$ cat src/rtl/colburst_pkg.sv
package colburst_pkg;

  // Width of the in-block offset: the largest burst is eight beats.
  localparam int IDX_W = 3;

  typedef enum logic [2:0] {
    LEN_TWO   = 3'b001,
    LEN_FOUR  = 3'b010,
    LEN_EIGHT = 3'b011
  } len_code_e;

  typedef struct packed {
    logic             ok;
    logic [IDX_W-1:0] mask;   // burst length minus one
  } len_info_t;

  // Strobes and state handed from control to datapath.
  typedef struct packed {
    logic             active;
    logic             load;
    logic [IDX_W-1:0] loadMask;
    logic [IDX_W-1:0] beatIdx;
  } colburst_ctl_t;

  function automatic len_info_t decodeLen(input logic [2:0] code);
    len_info_t info;
    info.ok   = 1'b1;
    info.mask = '0;
    case (code)
      LEN_TWO:   info.mask = 3'd1;
      LEN_FOUR:  info.mask = 3'd3;
      LEN_EIGHT: info.mask = 3'd7;
      default:   info.ok   = 1'b0;
    endcase
    return info;
  endfunction

endpackage

$ cat src/rtl/colburst_ctrl.sv
module colburst_ctrl
  import colburst_pkg::*;
(
  input  logic          clk,
  input  logic          rst_n,
  input  logic          startStb,
  input  logic [2:0]    lenCode,
  output colburst_ctl_t ctl,
  output logic          beatValid,
  output logic          lastBeat,
  output logic          modeErr
);

  logic             activeQ;
  logic [IDX_W-1:0] idxQ;
  logic [IDX_W-1:0] maskQ;
  logic             errQ;
  len_info_t        lenInfo;
  logic             accept;

  always_comb begin
    lenInfo  = decodeLen(lenCode);
    lastBeat = activeQ && (idxQ == maskQ);
    accept   = startStb && (!activeQ || lastBeat);
  end

  always_ff @(posedge clk) begin
    if (!rst_n) begin
      activeQ <= 1'b0;
      idxQ    <= '0;
      maskQ   <= '0;
      errQ    <= 1'b0;
    end else begin
      errQ <= accept && !lenInfo.ok;
      if (accept) begin
        activeQ <= lenInfo.ok;
        idxQ    <= '0;
        if (lenInfo.ok) maskQ <= lenInfo.mask;
      end else if (activeQ) begin
        if (lastBeat) activeQ <= 1'b0;
        else          idxQ    <= idxQ + 1'b1;
      end
    end
  end

  always_comb begin
    ctl.active   = activeQ;
    ctl.load     = accept && lenInfo.ok;
    ctl.loadMask = lenInfo.mask;
    ctl.beatIdx  = idxQ;
  end

  assign beatValid = activeQ;
  assign modeErr   = errQ;

endmodule

$ cat src/rtl/colburst_path.sv
module colburst_path
  import colburst_pkg::*;
#(
  parameter int COL_W = 10
) (
  input  logic          clk,
  input  logic          rst_n,
  input  colburst_ctl_t ctl,
  input  logic [COL_W-1:0] startCol,
  input  logic          burstType,
  output logic [COL_W-1:0] colAddr
);

  logic [COL_W-1:0] startQ;
  logic             typeQ;
  logic [IDX_W-1:0] maskQ;
  logic [IDX_W-1:0] lowStart;
  logic [IDX_W-1:0] seqLow;
  logic [IDX_W-1:0] ilvLow;
  logic [IDX_W-1:0] pickLow;
  logic [IDX_W-1:0] mergedLow;
  logic [COL_W-1:0] beatAddr;

  always_ff @(posedge clk) begin
    if (!rst_n) begin
      startQ <= '0;
      typeQ  <= 1'b0;
      maskQ  <= '0;
    end else if (ctl.load) begin
      startQ <= startCol;
      typeQ  <= burstType;
      maskQ  <= ctl.loadMask;
    end
  end

  always_comb begin
    lowStart  = startQ[IDX_W-1:0] & maskQ;
    seqLow    = (lowStart + ctl.beatIdx) & maskQ;
    ilvLow    = (lowStart ^ ctl.beatIdx) & maskQ;
    pickLow   = typeQ ? ilvLow : seqLow;
    mergedLow = (startQ[IDX_W-1:0] & ~maskQ) | pickLow;
  end

  // Bits above the largest burst block pass straight through when present.
  if (COL_W > IDX_W) begin : g_upper
    assign beatAddr = {startQ[COL_W-1:IDX_W], mergedLow};
  end else begin : g_noupper
    assign beatAddr = mergedLow;
  end

  assign colAddr = ctl.active ? beatAddr : '0;

endmodule

$ cat src/rtl/colburst_gen.sv
module colburst_gen
  import colburst_pkg::*;
#(
  parameter int COL_W = 10
) (
  input  logic             clk,
  input  logic             rst_n,
  input  logic             startStb,
  input  logic [COL_W-1:0] startCol,
  input  logic [2:0]       lenCode,
  input  logic             burstType,
  output logic             beatValid,
  output logic [COL_W-1:0] colAddr,
  output logic             lastBeat,
  output logic             modeErr
);

  colburst_ctl_t ctl;

  colburst_ctrl u_ctrl (
    .clk      (clk),
    .rst_n    (rst_n),
    .startStb (startStb),
    .lenCode  (lenCode),
    .ctl      (ctl),
    .beatValid(beatValid),
    .lastBeat (lastBeat),
    .modeErr  (modeErr)
  );

  colburst_path #(.COL_W(COL_W)) u_path (
    .clk      (clk),
    .rst_n    (rst_n),
    .ctl      (ctl),
    .startCol (startCol),
    .burstType(burstType),
    .colAddr  (colAddr)
  );

endmodule

$ cat config.mk
export PLATFORM = sky130hd
export DESIGN_NAME = colburst_gen
export DESIGN_NICKNAME = d
export VERILOG_FILES = /design/src/rtl/colburst_pkg.sv /design/src/rtl/colburst_ctrl.sv /design/src/rtl/colburst_path.sv /design/src/rtl/colburst_gen.sv
export SDC_FILE = /design/constraint.sdc
export NUM_CORES = 1
export LEC_CHECK = 0
export CORE_UTILIZATION = 41
export CTS_BUF_LIST = sky130_fd_sc_hd__clkbuf_8
export DETAILED_ROUTE_END_ITERATION = 6
export PLACE_DENSITY = 0.8
export RECOVER_POWER = 25
export SETUP_SLACK_MARGIN = 0.15
export SYNTH_ARGS = -nofsm -noshare
export SYNTH_HDL_FRONTEND = slang
export SYNTH_SLANG_ARGS = --single-unit
$ cat constraint.sdc
create_clock -name clk -period 3 [get_ports clk]
set_input_delay 0.75 -clock clk [delete_from_list [all_inputs] [get_ports clk]]
set_output_delay 0.75 -clock clk [all_outputs]
set_load 0.005 [all_outputs]
Word-level counts from Yosys, hierarchy flattened
Index checks and enable logic that the tools add are counted.
{"block": "word_totals", "latch_bits": 0, "wordCells": 40, "inputBits": 17, "ff_bits": 22, "romBits": 0, "ramBits": 0, "memories": 0, "output_inout_bits": 13}
{"block": "op_classes", "order_cmp": 0, "n_bitwise": 9, "n_reduce_logical": 11, "shift": 0, "div_mod_pow": 0, "eq_ne": 4, "n_addsub": 2, "n_mul": 0, "muxes": 7}
{"op": "$and A3 B3 Y3", "n": 4}
{"op": "$mux W10", "n": 1}
{"op": "$pmux W3 S3", "n": 1}
{"op": "$eq A3 B2 Y1 const B", "n": 2}
{"op": "$logic_and A1 B1 Y1", "n": 4}
{"op": "$mux W1", "n": 4}
{"op": "$reduce_and A2 Y1", "n": 2}
{"op": "$add A3 B1 Y3 const B", "n": 1}
{"op": "$add A3 B3 Y3", "n": 1}
{"op": "$eq A3 B1 Y1 const B", "n": 1}
{"op": "$eq A3 B3 Y1", "n": 1}
{"op": "$mux W3", "n": 1}
{"op": "$not A3 Y3", "n": 1}
{"op": "$or A3 B3 Y3", "n": 1}
{"op": "$reduce_or A3 Y1", "n": 1}
{"op": "$xor A3 B3 Y3", "n": 1}
{"op": "$logic_not A1 Y1", "n": 2}
{"op": "$not A1 Y1", "n": 2}
{"op": "$reduce_or A2 Y1", "n": 1}
{"op": "$logic_or A1 B1 Y1", "n": 1}

Longest topological paths before layout
{"block": "depth", "ltp_word": 6, "mapped_depth": 7, "depth_no_buf": 7}

By module
From an unflattened synthesis, not the netlist that was laid out.
{"block": "unflattened", "cells_unflattened": 118, "hier_area_um2": 1119.8}
{"module": "colburst_path", "instances": 1, "area_each_um2": 723.2, "seq_area_each_um2": 280.3, "cells_each": 74}
{"module": "colburst_ctrl", "instances": 1, "area_each_um2": 396.6, "seq_area_each_um2": 160.2, "cells_each": 44}

Worst setup path after synthesis
No wires, ideal clock.
{"block": "synth_timing", "kind": "register to output", "start": "reg u_path.maskQ[0]", "end": "out colAddr[2]", "n_path_buf": 0, "arrival_ns": 1.731, "required_ns": 2.250, "path_stages_with_launch": 8, "path_slack_ns": 0.519, "cell_sequence": "dfxtp_1 -> and2_1 -> ha_1 -> fa_1 -> nor2b_1 -> xnor2_1 -> or3_1 -> a21boi_0"}
{"block": "synth_between", "elab_chain_len": 6}
{"item": "start: declaration", "line_no": "colburst_path.sv:16", "source": "logic [IDX_W-1:0] maskQ;"}
{"item": "start signal: assignment", "line_no": "colburst_path.sv:32", "source": "maskQ <= ctl.loadMask;"}
{"item": "$and A3 B3 Y3", "line_no": "colburst_path.sv:37", "source": "lowStart = startQ[IDX_W-1:0] & maskQ;"}
{"item": "$add A3 B3 Y3", "line_no": "colburst_path.sv:38", "source": "seqLow = (lowStart + ctl.beatIdx) & maskQ;"}
{"item": "$and A3 B3 Y3", "line_no": "colburst_path.sv:38"}
{"item": "$mux W3", "line_no": "colburst_path.sv:40", "source": "pickLow = typeQ ? ilvLow : seqLow;"}
{"item": "$or A3 B3 Y3", "line_no": "colburst_path.sv:41", "source": "mergedLow = (startQ[IDX_W-1:0] & ~maskQ) | pickLow;"}
{"item": "$mux W10", "line_no": "colburst_path.sv:51", "source": "assign colAddr = ctl.active ? beatAddr : '0;"}
{"item": "end: declaration", "line_no": "colburst_gen.sv:13", "source": "output logic [COL_W-1:0] colAddr,"}
No other way between the ends.

Final worst setup path
{"block": "layout_timing", "start": "reg u_path.startQ[0]", "end": "out colAddr[2]"}
{"block": "layout_between", "elab_chain_len": 6}
{"item": "start: declaration", "line_no": "colburst_path.sv:14", "source": "logic [COL_W-1:0] startQ;"}
{"item": "start signal: assignment", "line_no": "colburst_path.sv:30", "source": "startQ <= startCol;"}
{"item": "$and A3 B3 Y3", "line_no": "colburst_path.sv:37"}
{"item": "$add A3 B3 Y3", "line_no": "colburst_path.sv:38"}
{"item": "$and A3 B3 Y3", "line_no": "colburst_path.sv:38"}
{"item": "$mux W3", "line_no": "colburst_path.sv:40"}
{"item": "$or A3 B3 Y3", "line_no": "colburst_path.sv:41"}
{"item": "$mux W10", "line_no": "colburst_path.sv:51"}
No other way between the ends.

==> qor.csv <==
stage;metric;value;unit
clocking;post-cts-setup-buffers;0;
synth;ys_warn_count;0;
synth;synthMostInstantiatedCell;sky130_fd_sc_hd__nand2_1;
sta;timing.final.setup_violations;0;
clocking;path_clk_slew;80;ps
synth;dominantRegCellSynth;sky130_fd_sc_hd__dfxtp_1;
floorplanning;fp.dieArea;2650;µm²
cells_and_area;final_layout_size_suffix_gt1_frac;0.111;
worst_setup_path;critical_path.reg2reg.startpoint;u_ctrl.idxQ[0];
synth;number_of_distinct_library_cells_after_synthesis;30;
synth;synth_top_area_frac;0.379;
clocking;clock-sinks;19;
sta;tightest_slew;1210;ps
worst_setup_path;timing.setup.critical_path_class;reg -> out;
worst_setup_path;reg2reg_depth;7;
min_path;hold_class;reg -> reg;
synth;synth_area_leader_cell;sky130_fd_sc_hd__dfxtp_1;
clocking;cts-root-buf;sky130_fd_sc_hd__clkbuf_8;
synth;netlist_top_cells_area;sky130_fd_sc_hd__dfxtp_1 38%, sky130_fd_sc_hd__mux2i_1 13%, sky130_fd_sc_hd__nand2_1 10%;
floorplanning;rows;17;
place;cells_after_dpl;168;
power;power.total;527;µW
worst_setup_path;worst_setup_path_endpoint;colAddr[2];
sta;timing_hold_violations_final;0;
cells_and_area;seq_cell_area;382;µm²
global_route;grt_use_total;0.181;
route;drc;0;
power;cellLeakagePower;0.583;nW
sta;max_freq;354;MHz
clocking;clock_tree_from_tritoncts;built;
global_route;first_global_vias;807;
floorplanning;ios;30;
worst_setup_path;cp_slowest_stage_delay;330;ps
floorplanning;fp.coreArea;2250;µm²
global_route;grt_pass1_wl;3440;µm
cells_and_area;area_delta_synth_final;38.8;%
synth;async_reset_ff_frac;0;
place;placedInstanceArea;1350;µm²
worst_setup_path;end_kind;output port;
synth;synthesis.area_per_instance;9.04;µm²
route;detailroute.via_count;854;
flow_run;maxCapViolCount;0;
clocking;clk_latency;260;ps
run_status;run_status;finished clean;
global_route;globalRoute.totalOverflow;0;
floorplanning;die_width;51.5;µm
clocking;cts_made_buffers;3;
clocking;cts.htree.levels;1;
synth;number_of_flip_flops_and_latches_in_the_synthesized_netlist;19;
synth;seq_area_frac_synth;0.379;
global_route;grt_max_degree;32;
cells_and_area;fillerInstances;208;
synth;synthCells;111;
floorplanning;die_height;51.5;µm
power;powerDensity;378;nW/µm²
sta;max_slew_violations;0;
synth;synthesis.nets;132;
clocking;clk_path_buf_depth;2;
worst_setup_path;start_kind;register;
cells_and_area;antenna_cells_inserted;0;
global_route;grt_antenna_before_repair;0;
sta;timing.clock.skew;5.45;ps
route;wirelength;2160;µm
worst_setup_path;cp-startpoint;u_path.startQ[0];
worst_setup_path;worst_path_slowest_cell;sky130_fd_sc_hd__fa_2;
route;post_drt_via_cell_ratio;4.97;
worst_setup_path;worst_r2r_endpoint;u_path.startQ[9];
sta;rsz0062_at_grt;true;
cells_and_area;final-instance-count-excl-fill;172;
sta;post-route-period-util;0.941;
synth;ys_top_cells_by_count;28 x sky130_fd_sc_hd__nand2_1, 19 x sky130_fd_sc_hd__dfxtp_1, 13 x sky130_fd_sc_hd__mux2i_1;
clocking;cts_hold_buffers;0;
place;port_buffers;29;
place;detailedPlacementHpwl;1500;µm
worst_setup_path;reg2reg_slack;1010;ps
worst_setup_path;crit_chain;and2_1, ha_2, fa_2, nor2b_2, xnor2_1, or3_1, a21boi_1, buf_2;
power;vdd_ir_drop_max;0.000281;V
synth;netlist_area_before_placement;1000;µm²
worst_setup_path;worstPathRequired;2250;ps
cells_and_area;multi_input_comb_area;581;µm²
route;firstDrtPassIters;4;
cells_and_area;nets;166;
floorplanning;start_util;0.445;
sta;timing.slew.headroom;0.193;
synth;synth_enable_flop_cells;0;
sta;timing.setup.tns;0;ps
cells_and_area;final_cell_area;1390;µm²
route;drt_iter0_markers;8;
worst_setup_path;arrival;2070;ps
worst_setup_path;cp_max_fo;2;
place;finalWeightedCongestion;0.768;
sta;period_needed;2820;ps
route;detail_route.wl_per_cell;12.5;µm
route;detail-route-antenna-nets;0;
## layer usage
metal	part of all wire	routed length, µm	track usage	up-vias
met1	0.45	973	0.209	395
met5	0	0	0	-
li1	-	-	-	437
met2	0.49	1050	0.297	17
met3	0.034	73	0.0268	5
met4	0.027	58	0.135	0
## final cells by class
class                   count  area share
flip-flops and latches     19       0.274
clock inverters             1     0.00359
inverters                   1     0.00270
well taps                  28      0.0252
clock buffers               3      0.0296
multi-input cells          84       0.417
repair buffers             36       0.248
## per-stage QoR
step | hold WS [ps] | setup WS [ps] | utilization
final | 454 | 176 | 0.618
after global placement | 438 | 44.2 | 0.598
after floorplan | 430 | 519 | -
after detailed placement | 446 | -24.9 | 0.598
after CTS | 459 | 108 | 0.615
after global routing | 476 | 110 | 0.618
## state kept, by name, summed over array words and instances, names as in the netlist
name / count
u_path.maskQ: 3
u_ctrl.modeErr: 1
u_ctrl.beatValid: 1
u_path.typeQ: 1
u_path.startQ: 10
u_ctrl.idxQ: 3
## report_power, final
part           switching, mW  leakage [nW]  total [mW]  internal (mW)
clock                 0.0896        0.0255       0.182         0.0925
sequential           0.00698         0.155       0.270          0.263
combinational         0.0305         0.402      0.0746         0.0442
total                  0.127         0.583       0.527          0.400
## cell families after synthesis
kind of cell / Yosys count / synth area share
simple gates: 52 / 0.267
flops: 19 / 0.379
mux: 13 / 0.130
compound gates: 11 / 0.0823
buf+inv: 8 / 0.0499
xor+xnor: 4 / 0.0349
fa+ha+maj: 4 / 0.0574
## critical path: cells and delay by family, from the launching register on
family	cells	cell delay [ps]
fa+ha+maj	2	500
buf+inv	1	120
xor+xnor	1	120
compound gates	1	130
simple gates	3	620
flops	1	320
## layout by cell type (no fill, tap or decap), types with 2 or more instances in the layout
cell type	netlist	final
sky130_fd_sc_hd__xor2_1	3	3
sky130_fd_sc_hd__dfxtp_1	19	18
sky130_fd_sc_hd__nand2_1	28	28
sky130_fd_sc_hd__nor3b_1	3	3
sky130_fd_sc_hd__clkbuf_8	0	3
sky130_fd_sc_hd__and3b_1	2	2
sky130_fd_sc_hd__clkdlybuf4s50_1	0	23
sky130_fd_sc_hd__o21ai_0	2	2
sky130_fd_sc_hd__o21a_1	2	2
sky130_fd_sc_hd__nor2_1	3	3
sky130_fd_sc_hd__ha_1	3	2
sky130_fd_sc_hd__mux2i_1	13	13
sky130_fd_sc_hd__buf_4	0	5
sky130_fd_sc_hd__and2_1	9	9
sky130_fd_sc_hd__dlygate4sd3_1	0	4
## worst min-delay path by stage
stage | start | end | slack [ps] | cells past startpoint
2_1_floorplan | u_path.startQ[3] | u_path.startQ[3] | 430 | 2
3_3_place_gp | u_path.startQ[3] | u_path.startQ[3] | 440 | 2
3_5_place_dp | u_path.startQ[4] | u_path.startQ[4] | 450 | 2
4_1_cts | u_path.startQ[4] | u_path.startQ[4] | 460 | 2
5_1_grt | u_path.startQ[4] | u_path.startQ[4] | 480 | 2
6_report | u_path.startQ[8] | u_path.startQ[8] | 450 | 2
## repair_timing
action	CTS	global route
endpoints found under the setup margin	2	1
pin swaps	0	1
gates resized for setup	5	4
Power figures use the tool's default switching activity.
